`src/rtl/par_result_port.sv`:
```
module par_result_port #(
  parameter int NCH = 8,
  parameter int W   = 16
) (
  input  logic             clk,
  input  logic             rst_n,
  input  logic             cs_n,
  input  logic             rd_n,
  input  logic             byte_mode,
  input  logic             hi_first,
  input  logic             new_result,
  input  logic [NCH*W-1:0] results,
  output logic [W-1:0]     data_out,
  output logic             data_oe,
  output logic             first_flag,
  output logic             flag_oe
);
  localparam int PW = (NCH > 1) ? $clog2(NCH) : 1;
  localparam int BW = W / 2;

  logic          rd_q, half, flag_q;
  logic [PW-1:0] ptr;
  logic [W-1:0]  out_q;

  wire           rd_fall = rd_q & ~rd_n & ~cs_n;
  wire [W-1:0]   word    = results[int'(ptr)*W +: W];
  wire           pick_hi = (half != hi_first);
  wire [BW-1:0]  sel     = pick_hi ? word[W-1:BW] : word[BW-1:0];
  wire           last    = (ptr == PW'(NCH-1));
  wire [PW-1:0]  nxt     = last ? '0 : ptr + 1'b1;

  assign data_oe    = ~cs_n & ~rd_n;
  assign data_out   = data_oe ? out_q : '0;
  assign flag_oe    = ~cs_n;
  assign first_flag = flag_oe & flag_q;

  always_ff @(posedge clk or negedge rst_n) begin
    if (!rst_n) begin
      rd_q   <= 1'b1;
      ptr    <= '0;
      half   <= 1'b0;
      out_q  <= '0;
      flag_q <= 1'b0;
    end else begin
      rd_q <= rd_n;
      if (new_result) begin
        ptr    <= '0;
        half   <= 1'b0;
        flag_q <= 1'b0;
      end else if (cs_n) begin
        flag_q <= 1'b0;
      end else if (rd_fall) begin
        flag_q <= (ptr == '0);
        if (byte_mode) begin
          out_q <= {{(W-BW){1'b0}}, sel};
          half  <= ~half;
          if (half) ptr <= nxt;
        end else begin
          out_q <= word;
          half  <= 1'b0;
          ptr   <= nxt;
        end
      end
    end
  end

  AST_PTR_RANGE: assert property (@(posedge clk) disable iff (!rst_n)
    int'(ptr) < NCH);
  AST_WRAP_TO_FIRST: assert property (@(posedge clk) disable iff (!rst_n)
    (rd_fall && !new_result && !byte_mode && last) |=> (ptr == '0));
  AST_RESTART: assert property (@(posedge clk) disable iff (!rst_n)
    new_result |=> (ptr == '0 && !half));
  AST_HOLD_NO_STROBE: assert property (@(posedge clk) disable iff (!rst_n)
    (!rd_fall && !new_result) |=> $stable(out_q) && $stable(ptr));
  AST_FLAG_ON_STROBE: assert property (@(posedge clk) disable iff (!rst_n)
    $rose(flag_q) |-> $past(rd_fall));
  AST_BYTE_UPPER_ZERO: assert property (@(posedge clk) disable iff (!rst_n)
    (rd_fall && byte_mode && !new_result) |=> (out_q[W-1:BW] == '0));
endmodule

```
`config.mk`:
```
export PLATFORM = sky130hd
export DESIGN_NAME = par_result_port
export DESIGN_NICKNAME = d
export VERILOG_FILES = /design/src/rtl/par_result_port.sv
export SDC_FILE = /design/constraint.sdc
export NUM_CORES = 1
export LEC_CHECK = 0
export BUFFER_PORTS_ARGS = -buffer_cell sky130_fd_sc_hd__buf_2
export CAP_MARGIN = 10
export CORE_ASPECT_RATIO = 1.25
export CORE_MARGIN = 5
export CORE_UTILIZATION = 37
export DETAILED_ROUTE_END_ITERATION = 12
export GPL_TIMING_DRIVEN = 0
export PLACE_DENSITY = 0.81
export SLEW_MARGIN = 20
export SYNTH_ARGS = -nofsm -noshare
export SYNTH_HDL_FRONTEND = slang
export SYNTH_SLANG_ARGS = --single-unit
```
`constraint.sdc`:
```
create_clock -name clk -period 1.6 [get_ports clk]
set_clock_uncertainty 0.05 [all_clocks]
set_input_delay 0.16 -clock clk [delete_from_list [all_inputs] [get_ports clk]]
set_output_delay 0.16 -clock clk [all_outputs]
set_load 0.02 [all_outputs]
```
== Word level (Yosys, flattened, before mapping) ==
Cells that the tools add are included.

* Bitwise logic cells: 8
* Shift operators: 1
* Reductions and logical operators: 6
* Equality and inequality tests: 4
* Muxes and demuxes: 16
* $add $sub $neg: 1

{| class="wikitable"
|+ Operators by type and width
! kind !! count
|-
| indexed part select 128 x 8 -> 16 bit || 1
|-
| two-way mux 16 bit || 2
|-
| two-way mux 3 bit || 6
|-
| two-way mux 8 bit || 1
|-
| two-way mux 1 bit || 7
|-
| AND reduction 3 bit || 2
|-
| AND 1 bit || 4
|-
| inverter 1 bit || 4
|-
| adder 3 x 1 -> 3 bit (second input constant) || 1
|-
| == test 3 bit (second input constant) || 1
|-
| zero test 3 bit || 1
|-
| != test 3 x 1 -> 1 bit (second input constant) || 1
|-
| nonzero test 3 bit || 1
|-
| != test 2 x 1 -> 1 bit (second input constant) || 1
|-
| AND reduction 2 bit || 1
|-
| nonzero test 2 bit || 1
|-
| != test 1 bit || 1
|}

* Logic and storage cells: 41
* Output and inout bits: 19
* Bits of input ports: 135
* Register bits: 22

== Depth between registers and ports, before layout ==
Gate-level depths: netlist of run 1.

* Depth in word-level cells: 7
* Mapped depth: 7
* Gate-level depth less buffers: 4

== Worst setup path after synthesis of run 1 ==
Ideal clock, no wire load.

* Path kind: flip-flop to flip-flop
* Start point: reg ptr[0]
* End point: reg out_q[2]
* Clock period less this slack: 1,770 ps
* Data required time: 1,427 ps
* Buffers on the path: 2
* Setup time: 123 ps
* Cell stages (with the launch flop): 7
* Path slack: -170 ps
* Arrival: 1,597 ps
* Cell sequence: dfrtp_1 buf_6 clkbuf_4 mux4_1 mux2i_1 nand2_1 o221a_2

* Word-level cells in the longest chain between the ends: 3

{| class="wikitable"
|+ RTL lines
! element !! RTL line !! source
|-
| start, declared || 22 || <nowiki>logic [PW-1:0] ptr;</nowiki>
|-
| start signal, assigned || 57 || <nowiki>if (half) ptr <= nxt;</nowiki>
|-
| start signal, assigned || 61 || <nowiki>ptr <= nxt;</nowiki>
|-
| indexed part select 128 x 8 -> 16 bit * || 26 || <nowiki>wire [W-1:0] word = results[int'(ptr)*W +: W];</nowiki>
|-
| two-way mux 8 bit || 28 || <nowiki>wire [BW-1:0] sel = pick_hi ? word[W-1:BW] : word[BW-1:0];</nowiki>
|-
| two-way mux 16 bit * || 54 || <nowiki>if (byte_mode) begin</nowiki>
|-
| end signal, assigned || 55 || <nowiki>out_q <= {{(W-BW){1'b0}}, sel};</nowiki>
|-
| end signal, assigned || 59 || <nowiki>out_q <= word;</nowiki>
|-
| end, declared || 23 || <nowiki>logic [W-1:0] out_q;</nowiki>
|}

Every way passes the cells marked *; elsewhere a longest branch is shown, timed or not.
A chain may end at the register's enable or synchronous reset.

== Final worst setup path of run 1 ==
* Start point: reg ptr[0]
* End point: reg out_q[6]

The elaborated chain is that of the path after synthesis.

==> impl_metrics.py, run 1 <==
metrics = {
    "outcome": {
        "outcome": "finished with violations",
        "violations": "setup timing",
    },
    "worst_setup_path": {
        "crit_slowest_cell": "mux4_2",
        "start_kind": "flop",
        "worst_path_largest_cell_delay_ns": 0.52,
        "crit_required_ns": 1.70,
        "crit_arrival_ns": 1.97,
        "crit_fanout": 8,
        "critPathMostFrequentCell": "buf_12",
        "cp-startpoint": "ptr[0]$_DFFE_PN0P_",
        "worstSetupPathType": "reg2reg",
        "r2r_start": "ptr[0]$_DFFE_PN0P_",
        "endpoint_kind": "flop",
        "crit_chain": "buf_6, buf_12, buf_12, mux4_2, mux2i_1, nand2_1, o221a_2",
    },
    "yosys": {
        "yosysSeqAreaShare": 0.266,
        "synth_top_cell_by_area": "mux4_2",
        "yosys-top-cells-area": "mux4_2, dfrtp_1, mux4_1",
        "yosysMostFrequentCell": "nand2_1",
        "synthCells": 170,
        "ys_ff_latch": 22,
        "synth.cells.most_frequent": "nand2_1, mux4_2, dfrtp_1",
        "synthesis.nets": 308,
        "async_reset_ff_frac": 1.00,
        "yosysTopAreaCellShare": 0.282,
        "synth_cell_type_count": 33,
        "synthFlopType": "dfrtp_1",
        "ys.warnings.count": 0,
        "syn_area_per_cell_sq_um": 12.2,
        "netlist_area_sq_mm": 0.00208,
        "synth-edff-count": 0,
    },
    "job": {
        "maxCapViolCount": 0,
    },
    "place": {
        "dp.cells": 387,
        "place_congestion": 0.791,
        "placed_area_sq_mm": 0.00294,
        "place_hpwl_microns": 5950,
        "port_buffers": 153,
        "place_worst_setup_slack_ns": -0.414,
    },
    "cts": {
        "cts_inserted_buffers": 3,
        "clkTransAtPathRegs_ns": 0.08,
        "cts_tree": "yes",
        "cts_sinks": 22,
        "clockBufferDepth": 2,
        "cts-htree-levels": 1,
        "root_buffer": "clkbuf_8",
        "clock_latency_ns": 0.26,
    },
    "die": {
        "initial_core_util": 0.382,
        "design.die.area_sq_mm": 0.00723,
        "die_width_microns": 77.0,
        "fp-row-count": 30,
        "die_h_microns": 93.8,
        "coreArea_sq_mm": 0.00544,
        "boundaryPins": 154,
    },
    "layout": {
        "final_cells": 404,
        "diodes": 0,
        "drive_gt1_frac": 0.726,
        "area_growth_pct": 56.2,
        "layout.nets": 479,
        "design_area_sq_mm": 0.00325,
    },
    "sta": {
        "final.period_utilization": 1.17,
        "rsz0062_at_grt": "yes",
        "tightest_slew_ns": 0.467,
        "slew_headroom": 0.689,
        "setup_viol": 19,
        "period_minus_slack_ns": 1.87,
        "slew_violations": 0,
        "hold_viol_final": 0,
        "fmax_ghz": 0.535,
        "setup_slack_ns": -0.269,
    },
    "routing": {
        "wire_per_inst_microns": 17.7,
        "dr.pass1.iters": 4,
        "drc_errors": 0,
        "vias": 2136,
        "finalWirelength_microns": 7170,
        "viasPerCell": 5.29,
        "drtIter0Drc": 46,
        "ant_nets": 0,
    },
    "power_and_ir_drop": {
        "seqPwrFrac": 0.380,
        "leakage_uw": 0.00157,
        "comb_power_share": 0.335,
        "clock_power_share": 0.285,
        "vdd_drop_max_mv": 0.281,
        "switching_share": 0.253,
        "p_int_uw": 1340,
        "p_per_area_mw_per_mm2": 552,
        "power.switching_uw": 454,
    },
    "worst_hold_path": {
        "worstHoldStart": "new_result",
        "min_path_type": "in2reg",
    },
    "global_route": {
        "antenna_found_initial": 0,
        "track_usage": 0.185,
        "overflow": 0,
        "grt_pass1_vias": 2380,
        "grt_first_pass_wirelength_microns": 10800,
        "grt_max_degree": 23,
    },
}
-- cell usage in the layout, fill, tap and decap left out, types with 2 or more instances in the layout --
master / count
buf_6: 4
and2_1: 16
nor2b_1: 4
ha_1: 2
dfrtp_1: 21
nand3_1: 2
mux2i_2: 2
buf_4: 8
clkbuf_8: 3
nand2_2: 16
mux4_2: 32
clkbuf_2: 3
dlygate4sd3_1: 2
mux2i_1: 8
buf_2: 155
nor2_1: 3
a221o_1: 3
a22o_1: 8
inv_4: 2
nand2_1: 16
buf_12: 5
a21oi_1: 2
o221a_2: 5
-- through the flow --
step	hold slack, ns	util	power, uW	TNS [ns]
final	0.109	0.597	1790	-3.32
after global routing	0.110	0.597	1880	-4.57
after floorplan	-0.186	-	983	-1.25
after detailed placement	0.0930	0.540	1240	-5.15
after global placement	0.0820	0.540	1220	-4.62
after CTS	0.124	0.574	1770	-3.35
-- cell families (layout without fill, tap and decap cells) --
group | after synthesis | after routing | synth area share
multiplexers | 42 | 42 | 0.406
XOR/XNOR | 1 | 1 | 0.00422
AND/OR/NAND/NOR | 66 | 66 | 0.163
flip-flops | 22 | 22 | 0.266
buffers and inverters | 16 | 186 | 0.0530
adder cells (fa/ha/maj) | 3 | 3 | 0.0181
AO/OA/AOI/OAI | 20 | 20 | 0.0903
-- path summary, 6_finish.rpt --
path / slack, ns / cells after the start / endpoint
worst max-delay path: -0.27 / 7 / out_q[6]$_DFFE_PN0P_
worst min-delay path: 0.11 / 2 / ptr[0]$_DFFE_PN0P_
worst max register to register: -0.27 / 7 / out_q[6]$_DFFE_PN0P_
worst min register to register: 0.46 / 1 / out_q[11]$_DFFE_PN0P_
max in group asynchronous: 0.82 / 2 / rd_q$_DFF_PN1_
min in group asynchronous: 0.33 / 2 / flag_q$_DFFE_PN0P_
-- what timing repair did --
item,in CTS,in global routing
hold buffers,2,0
buffers inserted,5,5
endpoints found under the setup margin,22,23
pin swaps,7,13
gates resized for setup,13,36
endpoints found under the hold margin,22,0
cloned,1,1
-- layout make-up --
type | instances | area, sq um
Sequential cell | 22 | 552
Multi-Input combinational cell | 132 | 1480
Inverter | 3 | 16.3
Clock buffer | 3 | 41.3
Buffer | 13 | 130
Timing Repair Buffer | 166 | 918
Clock inverter | 1 | 30.0
Fill cell | 460 | 2200
Tap cell | 64 | 80.1
-- power by group through the flow --
stage	sequential [uW]	clock, uW	combinational (uW)
floorplan	674	0	309
global placement	689	0	533
detailed placement	692	0	548
CTS	681	512	578
global route	693	533	652
finish	681	510	601
-- registers in the layout (all words and copies together) (netlist names) --
| signal | count |
|---|---|
| out_q | 16 |
| ptr | 3 |
| flag_q | 1 |
| half | 1 |
| rd_q | 1 |
-- routing by layer --
layer / track usage / wire [microns] / vias to the layer above
met2: 0.355 / 4010 / 98
met3: 0.0384 / 486 / 10
met4: 0.0501 / 114 / 0
li1: - / - / 1002
met1: 0.203 / 2560 / 1026
met5: 0 / 0 / -
-- critical path, delay by kind of cell, from the launching register on --
kind / cells / cell delay, ns
compound gates: 1 / 0.12
buf+inv: 3 / 0.41
flops: 1 / 0.38
simple gates: 1 / 0.08
mux: 2 / 0.71
Power figures use the tool's default switching activity.
==> run 2, diff against run 1 <==
- CORE_UTILIZATION: 37 -> 41
- PLACE_DENSITY: 0.81 -> 0.84
- clock period: 1.6 -> 1.9 ns (I/O delays scaled with it)
==> run 2 against run 1 <==
The flow now finishes without violations; critical path type unchanged; clock-buffer cell count grew 1; design area decreased by 6.0%; global-route usage is 0.92 points higher; register-to-register slack gained 0.29 ns; hold slack worse by 0.084 ns; largest cell class unchanged; critical endpoint is now out_q[3]$_DFFE_PN0P_; non-clock buffer count is 8 lower; largest power group unchanged; critical path depth unchanged; sequential power fell by 16%; worst setup slack improved by 0.29 ns.
==> impl_metrics.py, run 2 (same netlist as run 1, synthesis figures left out) <==
metrics = {
    "global_route": {
        "grt_pass1_vias": 2237,
        "track_usage": 0.194,
        "grt_first_pass_wirelength_microns": 10000,
        "overflow": 0,
        "antenna_found_initial": 0,
        "grt_max_degree": 23,
    },
    "sta": {
        "slew_headroom": 0.686,
        "hold_viol_final": 0,
        "rsz0062_at_grt": "yes",
        "fmax_ghz": 0.532,
        "slew_violations": 0,
        "period_minus_slack_ns": 1.88,
        "setup_viol": 0,
        "final.period_utilization": 0.990,
        "tightest_slew_ns": 0.470,
        "fin_tns_setup_ns": 0,
        "setup_slack_ns": 0.0189,
    },
    "worst_setup_path": {
        "rrSetupSlack_ns": 0.02,
        "crit_slowest_cell": "mux4_2",
        "crit_required_ns": 2.00,
        "worstSetupPathType": "reg2reg",
        "r2r_start": "ptr[0]$_DFFE_PN0P_",
        "worst_path_largest_cell_delay_ns": 0.51,
        "endpoint_kind": "flop",
        "crit_chain": "buf_6, buf_12, buf_12, mux4_2, mux2i_2, nand2_1, o221a_2",
        "crit_fanout": 8,
        "r2r_end": "out_q[3]$_DFFE_PN0P_",
        "start_kind": "flop",
        "critPathMostFrequentCell": "buf_12",
        "r2r.worst_path.cells": 7,
        "crit_buf_inv": 3,
        "cpLargestDelayFamily": "multiplexers",
        "crit_arrival_ns": 1.98,
    },
    "layout": {
        "mostFrequentLayoutCell": "buf_2",
        "layout.nets": 471,
        "design_area_sq_mm": 0.00305,
        "drive_gt1_frac": 0.639,
        "fin_util": 0.609,
        "diodes": 0,
        "area_growth_pct": 46.8,
        "regMostFlops": "out_q",
        "reg.largest.list": "out_q: 16 flops, ptr: 3 flops",
        "final_cells": 394,
        "layout_common_cells": "buf_2, nand2_1, mux4_2, dfrtp_1, and2_1",
        "largest_register_ffs": 16,
    },
    "routing": {
        "ant_nets": 0,
        "drc_errors": 0,
        "finalWirelength_microns": 6670,
        "drtIter0Drc": 50,
        "wire_per_inst_microns": 16.9,
        "dr.pass1.iters": 4,
        "viasPerCell": 5.38,
        "vias": 2121,
    },
    "cts": {
        "clkTransAtPathRegs_ns": 0.07,
        "cts_sinks": 22,
        "cts_inserted_buffers": 3,
        "clockBufferDepth": 2,
        "cts-htree-levels": 1,
        "clock_latency_ns": 0.26,
        "cts_tree": "yes",
        "root_buffer": "clkbuf_8",
    },
    "die": {
        "die_width_microns": 73.7,
        "die_h_microns": 89.6,
        "boundaryPins": 154,
        "fp-row-count": 29,
        "coreArea_sq_mm": 0.00501,
        "design.die.area_sq_mm": 0.00660,
        "initial_core_util": 0.415,
    },
    "job": {
        "maxCapViolCount": 0,
    },
    "outcome": {
        "outcome": "completed",
    },
    "place": {
        "port_buffers": 153,
        "placed_area_sq_mm": 0.00292,
        "place_congestion": 0.844,
        "place_worst_setup_slack_ns": -0.105,
        "place_hpwl_microns": 5830,
        "dp.cells": 385,
    },
    "power_and_ir_drop": {
        "vdd_drop_max_mv": 0.244,
        "leakage_uw": 0.00149,
        "p_per_area_mw_per_mm2": 438,
    },
    "worst_hold_path": {
        "hold-path-cell-count": 1,
        "holdPathEnd": "rd_q$_DFF_PN1_",
        "min_path_type": "in2reg",
        "worstHoldStart": "rd_n",
    },
}
==> run 2: cell types whose count changed in the layout (fill, tap and decap cells not counted), moves of 2 or more <==
cell | before | now
inv_4 | 2 | 0
mux4_1 | 0 | 4
buf_6 | 4 | 1
buf_4 | 8 | 3
clkbuf_1 | 0 | 3
nand2_2 | 16 | 1
buf_2 | 155 | 158
clkbuf_2 | 3 | 1
mux4_2 | 32 | 28
nand2_1 | 16 | 32
==> run 2: worst max path at each step <==
stage	start	end	slack, ns	cells past startpoint
floorplan	ptr[0]$_DFFE_PN0P_	out_q[2]$_DFFE_PN0P_	0.13	6
global placement	ptr[0]$_DFFE_PN0P_	out_q[3]$_DFFE_PN0P_	-0.05	6
detailed placement	ptr[0]$_DFFE_PN0P_	out_q[3]$_DFFE_PN0P_	-0.10	6
CTS	ptr[0]$_DFFE_PN0P_	out_q[3]$_DFFE_PN0P_	0.006	7
global route	ptr[0]$_DFFE_PN0P_	out_q[7]$_DFFE_PN0P_	-0.07	6
finish	ptr[0]$_DFFE_PN0P_	out_q[3]$_DFFE_PN0P_	0.02	7
==> run 2: area by class of cell <==
cell class              count  area (sq um)
multi-input cells         132          1420
inverters                   3          11.3
well taps                  62          77.6
plain buffers              12           103
repair buffers            159           838
flip-flops and latches     22           552
clock buffers               4          45.0
fillers                   424          1960
==> run 2: metal layers <==
layer  routed length, microns  track usage  up-vias
met2                     3610        0.352      111
met1                     2430        0.228     1004
met3                      503       0.0390       14
met5                        0            0        -
met4                      127       0.0610        0
li1                         -            -      992
==> run 2: repair_timing <==
item                                    in CTS  in global routing
buffers inserted                             4                  1
pin swaps                                    0                  1
endpoints found under the setup margin      10                 10
hold buffers                                 1                  0
gates resized for setup                      2                  5
hold endpoints to repair                    21                  0
==> run 2: through the flow <==
| step | power [uW] | hold WS, ns |
|---|---|---|
| after floorplan | 826 | -0.156 |
| after global placement | 1030 | 0.115 |
| final | 1340 | 0.0251 |
| after global routing | 1420 | 0.0167 |
| after CTS | 1340 | 0.0101 |
| after detailed placement | 1040 | 0.122 |
==> run 2: report_power, final <==
part	leakage, uW	total, uW	internal (uW)	switching [uW]
logic	0.00119	474	290	184
clock network	0.0000228	288	149	139
registers	0.000278	574	537	37.4
==> run 2: worst reg2reg max path: stages, from the launching register on <==
cell and delay (ns):
dfrtp_1 0.38, buf_6 0.14, buf_12 0.14, buf_12 0.14, mux4_2 0.51, mux2i_2 0.19
nand2_1 0.08, o221a_2 0.13
==> run 3, diff against run 2 <==
- ABC_AREA: not set -> 1
- CORE_UTILIZATION: 41 -> 44
- PLACE_DENSITY: 0.84 -> 0.85
==> run 3 against run 2 <==
First-iteration DRC count rose to 3.7 times the previous value; synthesized area grew 20%; wire length increased by 37%; clock-buffer cell count is the same; design area up 12%; combinational power grew 25%; worst setup slack gained 0.19 ns; fmax up 11%; utilization grew 1.4 points; clock power increased by 19%; flip-flop and latch count did not move; via count is 62% higher; critical endpoint is now out_q[2]$_DFFE_PN0P_; largest power group is now combinational cells.
==> impl_metrics.py, run 3 <==
metrics = {
    "outcome": {
        "outcome": "completed",
    },
    "yosys": {
        "synth_xor_area_frac": 0,
        "synth.cells.most_frequent": "nand2_1, nand3_1, inv_1",
        "ys.warnings.count": 0,
        "syn_area_per_cell_sq_um": 5.42,
        "synth_cell_type_count": 22,
        "synth_top_cell_by_area": "nand2_1",
        "yosys-top-cells-area": "nand2_1, nand3_1, dfrtp_1",
        "synth_mux_area_frac": 0,
        "synth_top_family_by_area": "simple AND/OR/NAND/NOR gates",
        "ys_ff_latch": 22,
        "synth-edff-count": 0,
        "synthCells": 460,
        "synthSimpleGateAreaFrac": 0.531,
        "yosysSeqAreaShare": 0.221,
        "synthesis.nets": 598,
        "synth_compound_area_frac": 0.0316,
        "synthAdderAreaFrac": 0.0151,
        "synthFlopType": "dfrtp_1",
        "async_reset_ff_frac": 1.00,
        "yosysMostFrequentCell": "nand2_1",
        "netlist_area_sq_mm": 0.00249,
        "yosysTopAreaCellShare": 0.245,
    },
    "layout": {
        "largest_register_ffs": 16,
        "fillerInstances": 540,
        "regMostFlops": "out_q",
        "mostFrequentLayoutCell": "buf_2",
        "layout.nets": 758,
        "area_growth_pct": 36.9,
        "layout_common_cells": "buf_2, nand2_1, nand3_1, inv_1, dfrtp_1",
        "reg.largest.list": "out_q: 16 flops, ptr: 3 flops",
        "drive_gt1_frac": 0.309,
        "diodes": 0,
    },
    "cts": {
        "cts-htree-levels": 1,
        "cts_tree": "yes",
        "clkTransAtPathRegs_ns": 0.08,
        "cts_setup_buffers": 0,
        "cts_inserted_buffers": 3,
        "cts_sinks": 22,
        "root_buffer": "clkbuf_8",
        "cts-resized-gates": 0,
        "clockBufferDepth": 2,
        "postCtsHoldBufs": 2,
        "clock_latency_ns": 0.27,
    },
    "global_route": {
        "antenna_found_initial": 0,
        "track_usage": 0.245,
        "grt_max_degree": 23,
        "grt_first_pass_wirelength_microns": 14800,
        "overflow": 0,
        "grt_pass1_vias": 3331,
    },
    "worst_setup_path": {
        "crit_fanout": 10,
        "worstSetupPathType": "reg2reg",
        "crit_required_ns": 2.01,
        "r2r_start": "ptr[0]$_DFFE_PN0P_",
        "crit_arrival_ns": 1.81,
        "cp-startpoint": "ptr[0]$_DFFE_PN0P_",
        "start_kind": "flop",
        "endpoint_kind": "flop",
    },
    "power_and_ir_drop": {
        "p_per_area_mw_per_mm2": 444,
        "p_total_uw": 1510,
        "vdd_drop_max_mv": 0.222,
        "leakage_uw": 0.00219,
    },
    "routing": {
        "wire_per_inst_microns": 13.4,
        "drc_errors": 0,
        "drtIter0Drc": 184,
        "dr.pass1.iters": 4,
        "ant_nets": 0,
        "vias": 3439,
        "finalWirelength_microns": 9130,
        "viasPerCell": 5.04,
    },
    "place": {
        "port_buffers": 153,
        "place_hpwl_microns": 7490,
        "place_congestion": 0.861,
        "place_worst_setup_slack_ns": 0.239,
    },
    "job": {
        "maxCapViolCount": 0,
    },
    "die": {
        "fp-row-count": 30,
        "die_h_microns": 94.2,
        "die_width_microns": 77.3,
        "initial_core_util": 0.455,
        "boundaryPins": 154,
        "design.die.area_sq_mm": 0.00728,
        "coreArea_sq_mm": 0.00548,
    },
    "sta": {
        "setup_viol": 0,
        "period_minus_slack_ns": 1.70,
        "fmax_ghz": 0.590,
        "slew_headroom": 0.665,
        "rsz0062_at_grt": "no",
        "fin_tns_setup_ns": 0,
        "tightest_slew_ns": 0.502,
        "setup_slack_ns": 0.204,
        "hold_viol_final": 0,
        "timing.hold.ws_ns": 0.187,
        "slew_violations": 0,
        "final.period_utilization": 0.892,
    },
    "worst_hold_path": {
        "min_path_type": "in2reg",
        "worstHoldStart": "cs_n",
    },
}
==> run 3: area by class of cell <==
cell class / count / area, sq um / area share
Clock buffer: 4 / 55.1 / 0.0161
Buffer: 26 / 156 / 0.0458
Inverter: 92 / 345 / 0.101
Multi-Input combinational cell: 320 / 1440 / 0.422
Timing Repair Buffer: 155 / 786 / 0.230
Sequential cell: 22 / 552 / 0.162
Tap cell: 64 / 80.1 / 0.0235
==> run 3: path summary, 6_finish.rpt <==
kind | endpoint | depth (start not counted) | slack (ns)
max | out_q[2]$_DFFE_PN0P_ | 9 | 0.20
min | flag_q$_DFFE_PN0P_ | 4 | 0.19
max reg2reg | out_q[2]$_DFFE_PN0P_ | 9 | 0.20
min reg2reg | out_q[5]$_DFFE_PN0P_ | 2 | 0.44
max in group asynchronous | rd_q$_DFF_PN1_ | 2 | 1.08
min in group asynchronous | out_q[14]$_DFFE_PN0P_ | 2 | 0.36
==> run 3: cell families after synthesis <==
group,after synthesis
AND/OR/NAND/NOR,304
buffers and inverters,118
flip-flops,22
AO/OA/AOI/OAI,13
adder cells (fa/ha/maj),3
==> run 3: layer usage <==
metal | vias to the layer above | share of wire | global-route usage
met1 | 1505 | 0.36 | 0.274
met2 | 177 | 0.52 | 0.452
met3 | 33 | 0.078 | 0.0374
met4 | 0 | 0.038 | 0.105
li1 | 1724 | - | -
met5 | - | 0 | 0
==> run 3: critical path, cell delays in order, from the launching register on <==
cell and delay (ns):
dfrtp_1 0.43, inv_2 0.09, clkbuf_1 0.35, nand2_1 0.09
nand3_1 0.08, nand3_1 0.09, nand2_1 0.13, nand2_1 0.08
nand3_1 0.12, nand2_1 0.07
==> run 3: power breakdown <==
part	internal [uW]	switching [uW]	total, uW
combinational	259	334	593
sequential	544	35.0	579
clock	185	158	343
==> run 3: metrics by stage <==
| step | cells | instance area, sq um | util |
|---|---|---|---|
| 6_report | 683 | 3410 | 0.623 |
| 5_1_grt | 683 | 3410 | 0.623 |
| 4_1_cts | 683 | 3410 | 0.623 |
| 3_5_place_dp | 677 | 3340 | 0.609 |
| 3_3_place_gp | 677 | 3340 | 0.609 |
| 2_1_floorplan | 460 | 2490 | - |
